$ cat src/rtl/cps_pkg.sv
package cps_pkg;
  localparam int ADDR_W     = 7;
  localparam int DATA_W     = 8;
  localparam int FRAME_BITS = 1 + ADDR_W + DATA_W;
  localparam int CNT_W      = $clog2(FRAME_BITS + 1);
  localparam int LEAD_BITS  = FRAME_BITS - DATA_W;

  typedef struct packed {
    logic              is_read;
    logic [ADDR_W-1:0] index;
    logic [DATA_W-1:0] payload;
  } frame_t;
endpackage

$ cat src/rtl/cps_sync.sv
module cps_sync #(
  parameter int              WIDTH   = 3,
  parameter int              STAGES  = 2,
  parameter logic [WIDTH-1:0] RST_VAL = '0
) (
  input  logic             clk,
  input  logic             rst_n,
  input  logic [WIDTH-1:0] din,
  output logic [WIDTH-1:0] lvl,
  output logic [WIDTH-1:0] prev
);
  genvar g;
  generate
    for (g = 0; g < WIDTH; g++) begin : g_bit
      logic [STAGES:0] chain_q;
      logic [STAGES:0] chain_d;
      always_comb chain_d = {chain_q[STAGES-1:0], din[g]};
      always_ff @(posedge clk or negedge rst_n) begin
        if (!rst_n) chain_q <= {(STAGES+1){RST_VAL[g]}};
        else        chain_q <= chain_d;
      end
      assign lvl[g]  = chain_q[STAGES-1];
      assign prev[g] = chain_q[STAGES];
    end
  endgenerate
endmodule

$ cat src/rtl/cps_deframer.sv
module cps_deframer
  import cps_pkg::*;
(
  input  logic              clk,
  input  logic              rst_n,
  input  logic              sel_lvl,
  input  logic              sel_rise,
  input  logic              sclk_rise,
  input  logic              sdi_lvl,
  output logic              wr_en,
  output logic [ADDR_W-1:0] wr_addr,
  output logic [DATA_W-1:0] wr_data,
  output logic [CNT_W-1:0]  bit_cnt,
  output logic              rd_frame
);
  logic [CNT_W-1:0]      cnt_q, cnt_d;
  logic [FRAME_BITS-1:0] sreg_q, sreg_d;
  logic                  rd_q, rd_d;
  logic                  wr_q, wr_d;
  logic [ADDR_W-1:0]     addr_q, addr_d;
  logic [DATA_W-1:0]     data_q, data_d;
  frame_t                frm;
  logic                  full;

  assign frm  = frame_t'(sreg_q);
  assign full = (cnt_q == CNT_W'(FRAME_BITS));

  always_comb begin
    cnt_d  = cnt_q;
    sreg_d = sreg_q;
    rd_d   = rd_q;
    wr_d   = 1'b0;
    addr_d = addr_q;
    data_d = data_q;
    if (sel_lvl) begin
      cnt_d = '0;
      rd_d  = 1'b0;
      if (sel_rise && full && !frm.is_read) begin
        wr_d   = 1'b1;
        addr_d = frm.index;
        data_d = frm.payload;
      end
    end else if (sclk_rise && !full) begin
      sreg_d = {sreg_q[FRAME_BITS-2:0], sdi_lvl};
      cnt_d  = cnt_q + 1'b1;
      if (cnt_q == '0) rd_d = sdi_lvl;
    end
  end

  always_ff @(posedge clk or negedge rst_n) begin
    if (!rst_n) begin
      cnt_q  <= '0;
      sreg_q <= '0;
      rd_q   <= 1'b0;
      wr_q   <= 1'b0;
      addr_q <= '0;
      data_q <= '0;
    end else begin
      cnt_q  <= cnt_d;
      sreg_q <= sreg_d;
      rd_q   <= rd_d;
      wr_q   <= wr_d;
      addr_q <= addr_d;
      data_q <= data_d;
    end
  end

  assign wr_en    = wr_q;
  assign wr_addr  = addr_q;
  assign wr_data  = data_q;
  assign bit_cnt  = cnt_q;
  assign rd_frame = rd_q;

  // the bit counter saturates at one frame
  p_cnt_bound_r5: assert property (@(posedge clk) disable iff (!rst_n)
    cnt_q <= CNT_W'(FRAME_BITS));

  // a select rise on a partial frame never commits
  p_short_drop_r4: assert property (@(posedge clk) disable iff (!rst_n)
    (sel_rise && !full) |=> !wr_q);

  // a commit only follows a select rise
  p_commit_on_rise_r3: assert property (@(posedge clk) disable iff (!rst_n)
    wr_q |-> $past(sel_rise));

  // read frames never commit
  p_read_no_commit_r6: assert property (@(posedge clk) disable iff (!rst_n)
    (sel_rise && rd_q) |=> !wr_q);
endmodule

$ cat src/rtl/cps_reg_bank.sv
module cps_reg_bank
  import cps_pkg::*;
#(
  parameter int NUM_REGS = 128,
  parameter int PTR_REG  = 11,
  localparam int IDX_W   = (NUM_REGS > 1) ? $clog2(NUM_REGS) : 1
) (
  input  logic                     clk,
  input  logic                     rst_n,
  input  logic                     wr_en,
  input  logic [ADDR_W-1:0]        wr_addr,
  input  logic [DATA_W-1:0]        wr_data,
  output logic [NUM_REGS*DATA_W-1:0] reg_flat,
  output logic [DATA_W-1:0]        rd_byte
);
  logic [DATA_W-1:0] regs_q [NUM_REGS];
  logic [ADDR_W-1:0] rd_idx;

  genvar g;
  generate
    for (g = 0; g < NUM_REGS; g++) begin : g_reg
      logic              we;
      logic [DATA_W-1:0] d;
      always_comb begin
        we = wr_en && (wr_addr == ADDR_W'(g));
        d  = we ? wr_data : regs_q[g];
      end
      always_ff @(posedge clk or negedge rst_n) begin
        if (!rst_n) regs_q[g] <= '0;
        else        regs_q[g] <= d;
      end
      assign reg_flat[g*DATA_W +: DATA_W] = regs_q[g];
    end
  endgenerate

  assign rd_idx = regs_q[PTR_REG][ADDR_W-1:0];

  always_comb begin
    if (int'(rd_idx) < NUM_REGS) rd_byte = regs_q[rd_idx[IDX_W-1:0]];
    else                         rd_byte = '0;
  end

  // a commit lands in the addressed register
  p_write_lands_r3: assert property (@(posedge clk) disable iff (!rst_n)
    (wr_en && int'(wr_addr) < NUM_REGS) |=>
      regs_q[$past(wr_addr[IDX_W-1:0])] == $past(wr_data));

  // with no commit the bank holds still
  p_hold_r6: assert property (@(posedge clk) disable iff (!rst_n)
    !wr_en |=> $stable(reg_flat));
endmodule

$ cat src/rtl/cps_readout.sv
module cps_readout
  import cps_pkg::*;
(
  input  logic              clk,
  input  logic              rst_n,
  input  logic              sel_lvl,
  input  logic              sclk_fall,
  input  logic [CNT_W-1:0]  bit_cnt,
  input  logic              rd_frame,
  input  logic [DATA_W-1:0] rd_byte,
  output logic              sdo,
  output logic              sdo_oe
);
  logic              oe_q, oe_d;
  logic [DATA_W-1:0] sh_q, sh_d;
  logic              at_load, in_data;

  assign at_load = (bit_cnt == CNT_W'(LEAD_BITS));
  assign in_data = (bit_cnt > CNT_W'(LEAD_BITS)) && (bit_cnt < CNT_W'(FRAME_BITS));

  always_comb begin
    oe_d = oe_q;
    sh_d = sh_q;
    if (sel_lvl) begin
      oe_d = 1'b0;
    end else if (sclk_fall && rd_frame) begin
      if (at_load) begin
        oe_d = 1'b1;
        sh_d = rd_byte;
      end else if (oe_q && in_data) begin
        sh_d = {sh_q[DATA_W-2:0], 1'b0};
      end
    end
  end

  always_ff @(posedge clk or negedge rst_n) begin
    if (!rst_n) begin
      oe_q <= 1'b0;
      sh_q <= '0;
    end else begin
      oe_q <= oe_d;
      sh_q <= sh_d;
    end
  end

  assign sdo    = sh_q[DATA_W-1];
  assign sdo_oe = oe_q;

  // output turns on only at the end of the lead bits
  p_oe_late_r7: assert property (@(posedge clk) disable iff (!rst_n)
    $rose(oe_q) |-> (bit_cnt == CNT_W'(LEAD_BITS)));

  // output is only driven in a read frame
  p_oe_read_only_r7: assert property (@(posedge clk) disable iff (!rst_n)
    oe_q |-> rd_frame);

  // select high releases the output
  p_oe_release_r8: assert property (@(posedge clk) disable iff (!rst_n)
    sel_lvl |=> !oe_q);
endmodule

$ cat src/rtl/ctrl_port_slave.sv
module ctrl_port_slave
  import cps_pkg::*;
#(
  parameter int NUM_REGS    = 128,
  parameter int PTR_REG     = 11,
  parameter int SYNC_STAGES = 2
) (
  input  logic                       clk,
  input  logic                       rst_n,
  input  logic                       cs_n,
  input  logic                       sck,
  input  logic                       sdi,
  output logic                       sdo,
  output logic                       sdo_oe,
  output logic [NUM_REGS*DATA_W-1:0] reg_q
);
  localparam int B_SEL = 0;
  localparam int B_SCK = 1;
  localparam int B_SDI = 2;

  logic [1:0] rst_pipe_q;
  logic       rst_int_n;

  always_ff @(posedge clk or negedge rst_n) begin
    if (!rst_n) rst_pipe_q <= 2'b00;
    else        rst_pipe_q <= {rst_pipe_q[0], 1'b1};
  end
  assign rst_int_n = rst_pipe_q[1];

  logic [2:0] s_lvl, s_prev;
  logic       sel_rise, sclk_rise, sclk_fall;

  cps_sync #(.WIDTH(3), .STAGES(SYNC_STAGES), .RST_VAL(3'b001)) u_sync (
    .clk  (clk),
    .rst_n(rst_int_n),
    .din  ({sdi, sck, cs_n}),
    .lvl  (s_lvl),
    .prev (s_prev)
  );

  assign sel_rise  =  s_lvl[B_SEL] & ~s_prev[B_SEL];
  assign sclk_rise =  s_lvl[B_SCK] & ~s_prev[B_SCK];
  assign sclk_fall = ~s_lvl[B_SCK] &  s_prev[B_SCK];

  logic              wr_en, rd_frame;
  logic [ADDR_W-1:0] wr_addr;
  logic [DATA_W-1:0] wr_data, rd_byte;
  logic [CNT_W-1:0]  bit_cnt;

  cps_deframer u_deframer (
    .clk      (clk),
    .rst_n    (rst_int_n),
    .sel_lvl  (s_lvl[B_SEL]),
    .sel_rise (sel_rise),
    .sclk_rise(sclk_rise),
    .sdi_lvl  (s_lvl[B_SDI]),
    .wr_en    (wr_en),
    .wr_addr  (wr_addr),
    .wr_data  (wr_data),
    .bit_cnt  (bit_cnt),
    .rd_frame (rd_frame)
  );

  cps_reg_bank #(.NUM_REGS(NUM_REGS), .PTR_REG(PTR_REG)) u_bank (
    .clk     (clk),
    .rst_n   (rst_int_n),
    .wr_en   (wr_en),
    .wr_addr (wr_addr),
    .wr_data (wr_data),
    .reg_flat(reg_q),
    .rd_byte (rd_byte)
  );

  cps_readout u_readout (
    .clk      (clk),
    .rst_n    (rst_int_n),
    .sel_lvl  (s_lvl[B_SEL]),
    .sclk_fall(sclk_fall),
    .bit_cnt  (bit_cnt),
    .rd_frame (rd_frame),
    .rd_byte  (rd_byte),
    .sdo      (sdo),
    .sdo_oe   (sdo_oe)
  );
endmodule

$ cat config.mk
export PLATFORM = sky130hd
export DESIGN_NAME = ctrl_port_slave
export DESIGN_NICKNAME = d
export VERILOG_FILES = /design/src/rtl/cps_pkg.sv /design/src/rtl/cps_sync.sv /design/src/rtl/cps_deframer.sv /design/src/rtl/cps_reg_bank.sv /design/src/rtl/cps_readout.sv /design/src/rtl/ctrl_port_slave.sv
export SDC_FILE = /design/constraint.sdc
export NUM_CORES = 2
export LEC_CHECK = 0
export ABC_AREA = 1
export BUFFER_PORTS_ARGS = -buffer_cell sky130_fd_sc_hd__buf_2
export CORE_AREA = 2 2 398 400
export DETAILED_ROUTE_END_ITERATION = 8
export DIE_AREA = 0 0 400 402
export PLACE_DENSITY_LB_ADDON = 0.3
export SYNTH_ARGS = -nofsm -noshare
export SYNTH_HDL_FRONTEND = slang
export SYNTH_SLANG_ARGS = --single-unit
$ cat constraint.sdc
create_clock -name clk -period 43.8 [get_ports clk]
set_input_delay 6.57 -clock clk [delete_from_list [all_inputs] [get_ports clk]]
set_output_delay 6.57 -clock clk [all_outputs]
set_load 0.02 [all_outputs]
After elaboration in Yosys (flattened, before gate mapping)
Cells that the tools add are included.
W data, S select, Z words.
{ "totals": {"output_inout_bits": 1026, "input_bits": 5, "regBits": 1081, "elab_cells": 444} }
{ "classes": {"n_lt_le_gt_ge": 3, "muxes": 15, "eq_ne": 129, "bitwise": 8, "n_reduce_logical": 148, "n_addsub": 1} }
{ "ops": {"columns": ["op", "count"], "rows": [
  ["$eq A7 B7 Y1 const B", 64],
  ["$eq A7 B6 Y1 const B", 32],
  ["$logic_and A1 B1 Y1", 134],
  ["$eq A7 B5 Y1 const B", 16],
  ["$bmux W8 S7", 1],
  ["$eq A7 B4 Y1 const B", 8],
  ["$mux W8", 4],
  ["$eq A7 B3 Y1 const B", 4],
  ["$eq A7 B2 Y1 const B", 2],
  ["$mux W5", 2],
  ["$reduce_bool A2 Y1", 5],
  ["$ge A8 B8 Y1 const B", 1],
  ["$mux W1", 8],
  ["$not A7 Y8", 1],
  ["$reduce_and A2 Y1", 4],
  ["$eq A7 B1 Y1 const B", 1],
  ["$logic_not A7 Y1", 1],
  ["$add A5 B1 Y5 const B", 1],
  ["$eq A5 B4 Y1 const B", 1],
  ["$eq A5 B5 Y1 const B", 1],
  ["$gt A5 B4 Y1 const B", 1],
  ["$logic_not A5 Y1", 1],
  ["$lt A5 B5 Y1 const B", 1],
  ["$not A1 Y1", 4],
  ["3 further kinds", 6]
]} }

Depth between registers and ports, before layout
{ "depth": {"word_depth": 6, "ltp_mapped": 15} }

Cells and area by module
Synthesis repeated with hierarchy kept, for this count alone.
{ "unflattened": {"hier_cells": 6019, "area_unflattened_um2": 49384.9} }
{ "by_module_without_submodules": {"columns": ["module", "seq_area_each_um2", "instances", "area_each_um2", "cells_per_inst"], "rows": [
  ["cps_reg_bank", 25624.6, 1, 46804.9, 5737],
  ["cps_deframer", 950.9, 1, 1672.9, 187],
  ["cps_readout", 225.2, 1, 556.8, 71],
  ["cps_sync", 229.0, 1, 274.0, 15],
  ["ctrl_port_slave", 50.0, 1, 76.3, 9]
]} }

Worst setup path after synthesis
OpenSTA, ideal clock, no wires.
{ "synth_path": {"kind": "register to output", "from": "register u_bank.regs_q, in the netlist u_bank.reg_flat[20]", "to": "output port reg_q[20]", "stages_incl_launch_ff": 1, "required_time_ns": 37.230, "arrival_time_ns": 0.438, "path_slack_ns": 36.792, "path_buffers": 0, "path_cell_list": "dfrtp_1"} }
{ "synth_rtl": {"columns": ["element", "line", "source"], "rows": [
  ["from (decl)", "cps_reg_bank.sv:16", "logic [DATA_W-1:0] regs_q [NUM_REGS];"],
  ["from (signal, indexed assignment)", "cps_reg_bank.sv:29", "if (!rst_n) regs_q[g] <= '0;"],
  ["from (signal, indexed assignment)", "cps_reg_bank.sv:30", "else regs_q[g] <= d;"],
  ["to (decl)", "ctrl_port_slave.sv:15", "output logic [NUM_REGS*DATA_W-1:0] reg_q"]
]} }
No word-level cell between the ends.

Final worst setup path
{ "layout_path": {"from": "register u_bank.regs_q, in the netlist u_bank.reg_flat[88]", "to": "output port reg_q[88]"} }
No word-level cell between the ends.

==> flow_summary_export.csv <==
group,metric,value,unit
clocking,postCtsSetupBuffers,0,
layout,fin_util,38.91,%
critical_path,cp_num_cells,1,
yosys,yosysSeqAreaShare,53.81,%
critical_path,startpoint,"u_bank.reg_flat[88]$_DFFE_PN0P_",
clocking,cts_resized,0,
global_route,met1_usage,39.90,%
global_route,track_usage,30.64,%
sta,fmax,0.1160,GHz
critical_path,start_kind,"register",
critical_path,crit_path_end,"reg_q[88]",
global_route,grtUsageMet3,8.621,%
die,ioPinCount,1031,
critical_path,critical_path.slowest_cell,"dfrtp_4",
global_route,grt_busiest_layer,"met2",
power_and_ir_drop,power_density,34.82,mW/mm^2
die,die-area,0.1608,sq mm
place,dp_worst_setup_slack,35.96,ns
clocking,htree_levels,4,
power_and_ir_drop,ir_worst_vdd,0.03350,mV
global_route,antenna_found_initial,7,
power_and_ir_drop,leakage,30.45,nW
clocking,clock_sinks,1081,
critical_path,end_kind,"primary output",
yosys,yosysUniqueCellTypes,29,
critical_path,r2r-end,"u_readout.sh_q[6]$_DFFE_PN0P_",
place,dp.cells,9112,
global_route,grt_first_pass_wirelength,352.6,mm
clocking,clk_pin_slew,0.05,ns
sta,tns,0,ns
die,initial_core_util,32.01,%
sta,hold_slack,0.3518,ns
yosys,syn_area,0.05028,sq mm
sta,post-route-period-util,19.68,%
die,die_h,402,um
drt,drtIter0Drc,5180,
layout,final_area,0.06113,sq mm
drt,vias,49800,
sta,finClkSkew,0.05254,ns
yosys,syn_inst,6402,
drt,wire_per_inst,27.11,um
layout,nNetsFinal,7179,
critical_path,r2r_start,"u_bank.reg_flat[88]$_DFFE_PN0P_",
clocking,clk_latency,0.79,ns
die,fp.dieW,400,um
layout,final_cells,9347,
critical_path,cp_max_fo,60,
drt,drtAntennaViolNets,0,
yosys,synth_warnings,0,
layout,drive_gt1_share,19.71,%
die,core,0.1571,sq mm
sta,tightestPinTransition,1.111,ns
global_route,first_global_vias,45490,
die,std_cell_rows,146,
layout,area_delta_synth_final,21.57,%
critical_path,crit_arrival,2.05,ns
layout,layout_common_cells,"nand2_1, o21ai_0, dfrtp_1",
critical_path,critPathKind,"reg2out",
yosys,syn-mean-instance-area,7.854,sq um
sta,relSlewSlack,25.12,%
sta,setup_viol,0,
sta,hold_viol,0,
critical_path,cp_top_family,"flip-flops",
place,portBuffers,1030,
clocking,cts_max_path_buffers,3,
critical_path,path_buf_inv,1,
layout,fillers,16400,
drt,drc,0,
place,place.gp.congestion,0.9682,
global_route,grt_max_degree,152,
critical_path,path_cells,"buf_2",
job,maxCapViolations,0,
yosys,syn-num-nets,6409,
critical_path,max_stage_delay,0.95,ns
drt,dr.pass1.iters,6,
sta,final.setup.worst_slack,35.18,ns
worst_hold_path,hold_path.class,"reg2reg",
drt,drt_wl_total,253.4,mm
clocking,hold_buffers,0,
sta,min_period,8.622,ns
layout,multiInputGateArea,0.01957,sq mm
drt,vias_per_cell,5.328,
run_status,outcome,"completed",
layout,final_common_cell,"nand2_1",
critical_path,rrSetupSlack,38.33,ns
clocking,cts_buffers,130,
critical_path,r2r_cells,14,
power_and_ir_drop,total_power,2.128,mW
critical_path,crit_required,37.23,ns
place,place_area,0.05683,sq mm
sta,slew_viol_final,0,
clocking,root_buffer,"clkbuf_16",
place,hpwl,180.7,mm
layout,regArea,0.02707,sq mm
sta,rsz0062_at_grt,"no",
global_route,grt_overflow,0,
global_route,met2_usage,45.82,%
yosys,ys_ff_latch,1081,
clocking,cts_tree,"done",
## logic make-up (layout without fill, tap and decap cells)
family,after synthesis,in the layout,share of synthesized area [%]
buffers and inverters,938,1807,7.301
flip-flops,1081,1081,53.81
other,1,5,0.007458
AO/OA/AOI/OAI,1318,1318,13.59
AND/OR/NAND/NOR,3062,3062,25.24
adder cells (fa/ha/maj),2,2,0.04976
## sequential cells by signal (all words and copies together) (netlist names)
name	flops
u_deframer.wr_en	1
u_bank.reg_flat	1024
rst_pipe_q	2
u_readout.sh_q	8
u_deframer.rd_frame	1
u_deframer.bit_cnt	5
u_deframer.wr_addr	7
u_sync.g_bit.chain_q	8
u_readout.sdo_oe	1
u_deframer.wr_data	8
u_deframer.frm	16
## how the worst min path moves through the flow
| stage | slack [ns] | startpoint | depth (start not counted) | endpoint |
|---|---|---|---|---|
| 3_5_place_dp | 0.34 | u_sync.g_bit[2].chain_q[0]$_DFF_PN0_ | 0 | u_sync.g_bit[2].chain_q[1]$_DFF_PN0_ |
| 5_1_grt | 0.35 | u_sync.g_bit[2].chain_q[0]$_DFF_PN0_ | 0 | u_sync.g_bit[2].chain_q[1]$_DFF_PN0_ |
| 3_3_place_gp | 0.34 | u_sync.g_bit[2].chain_q[0]$_DFF_PN0_ | 0 | u_sync.g_bit[2].chain_q[1]$_DFF_PN0_ |
| 4_1_cts | 0.35 | u_sync.g_bit[2].chain_q[0]$_DFF_PN0_ | 0 | u_sync.g_bit[2].chain_q[1]$_DFF_PN0_ |
| 6_report | 0.35 | u_sync.g_bit[2].chain_q[0]$_DFF_PN0_ | 0 | u_sync.g_bit[2].chain_q[1]$_DFF_PN0_ |
| 2_1_floorplan | 0.33 | rst_pipe_q[0]$_DFF_PN0_ | 0 | rst_pipe_q[1]$_DFF_PN0_ |
## synthesized netlist by cell type
master	number	area share [%]
nor4_1	3	0.037
nand2_1	1997	15
dfstp_2	3	0.16
nor2_2	5	0.062
ha_1	2	0.050
o211ai_1	87	1.3
nor3_2	13	0.26
conb_1	1	0.0075
clkbuf_1	328	2.4
nor4_4	1	0.042
o21ai_0	1113	11
inv_2	4	0.030
a31oi_1	1	0.012
nor3_1	4	0.040
nor3_4	2	0.065
dfrtp_1	1078	54
buf_1	23	0.17
inv_1	456	3.4
buf_4	1	0.015
nor3b_1	1	0.015
nor2_1	280	2.1
nand3_1	675	6.7
o22ai_1	15	0.19
or2_2	79	0.98
a21oi_1	23	0.23
clkinv_1	9	0.067
nand4_1	2	0.025
buf_2	117	1.2
o21ai_1	79	0.79
## layer usage
| layer | vias to the layer above | share of wire, % |
|---|---|---|
| met1 | 24560 | 40 |
| met3 | 504 | 9.6 |
| met2 | 2472 | 44 |
| met4 | 4 | 6.4 |
| met5 | - | 0.011 |
| li1 | 22260 | - |
## power breakdown
group | internal [mW] | total, mW | switching [mW]
logic | 0.00210 | 0.0233 | 0.0211
clock network | 0.638 | 1.10 | 0.462
registers | 1.00 | 1.00 | 0.00292
total | 1.64 | 2.13 | 0.486
## final cells by class
| class | count | area share (%) |
|---|---|---|
| Antenna cell | 4 | 0.01637 |
| Clock buffer | 197 | 6.413 |
| Clock inverter | 34 | 0.5997 |
| Inverter | 469 | 2.960 |
| Multi-Input combinational cell | 4383 | 32.02 |
| Sequential cell | 1081 | 44.29 |
| Tap cell | 2072 | 4.241 |
| Timing Repair Buffer | 1107 | 9.460 |
Power figures use the tool's default switching activity.
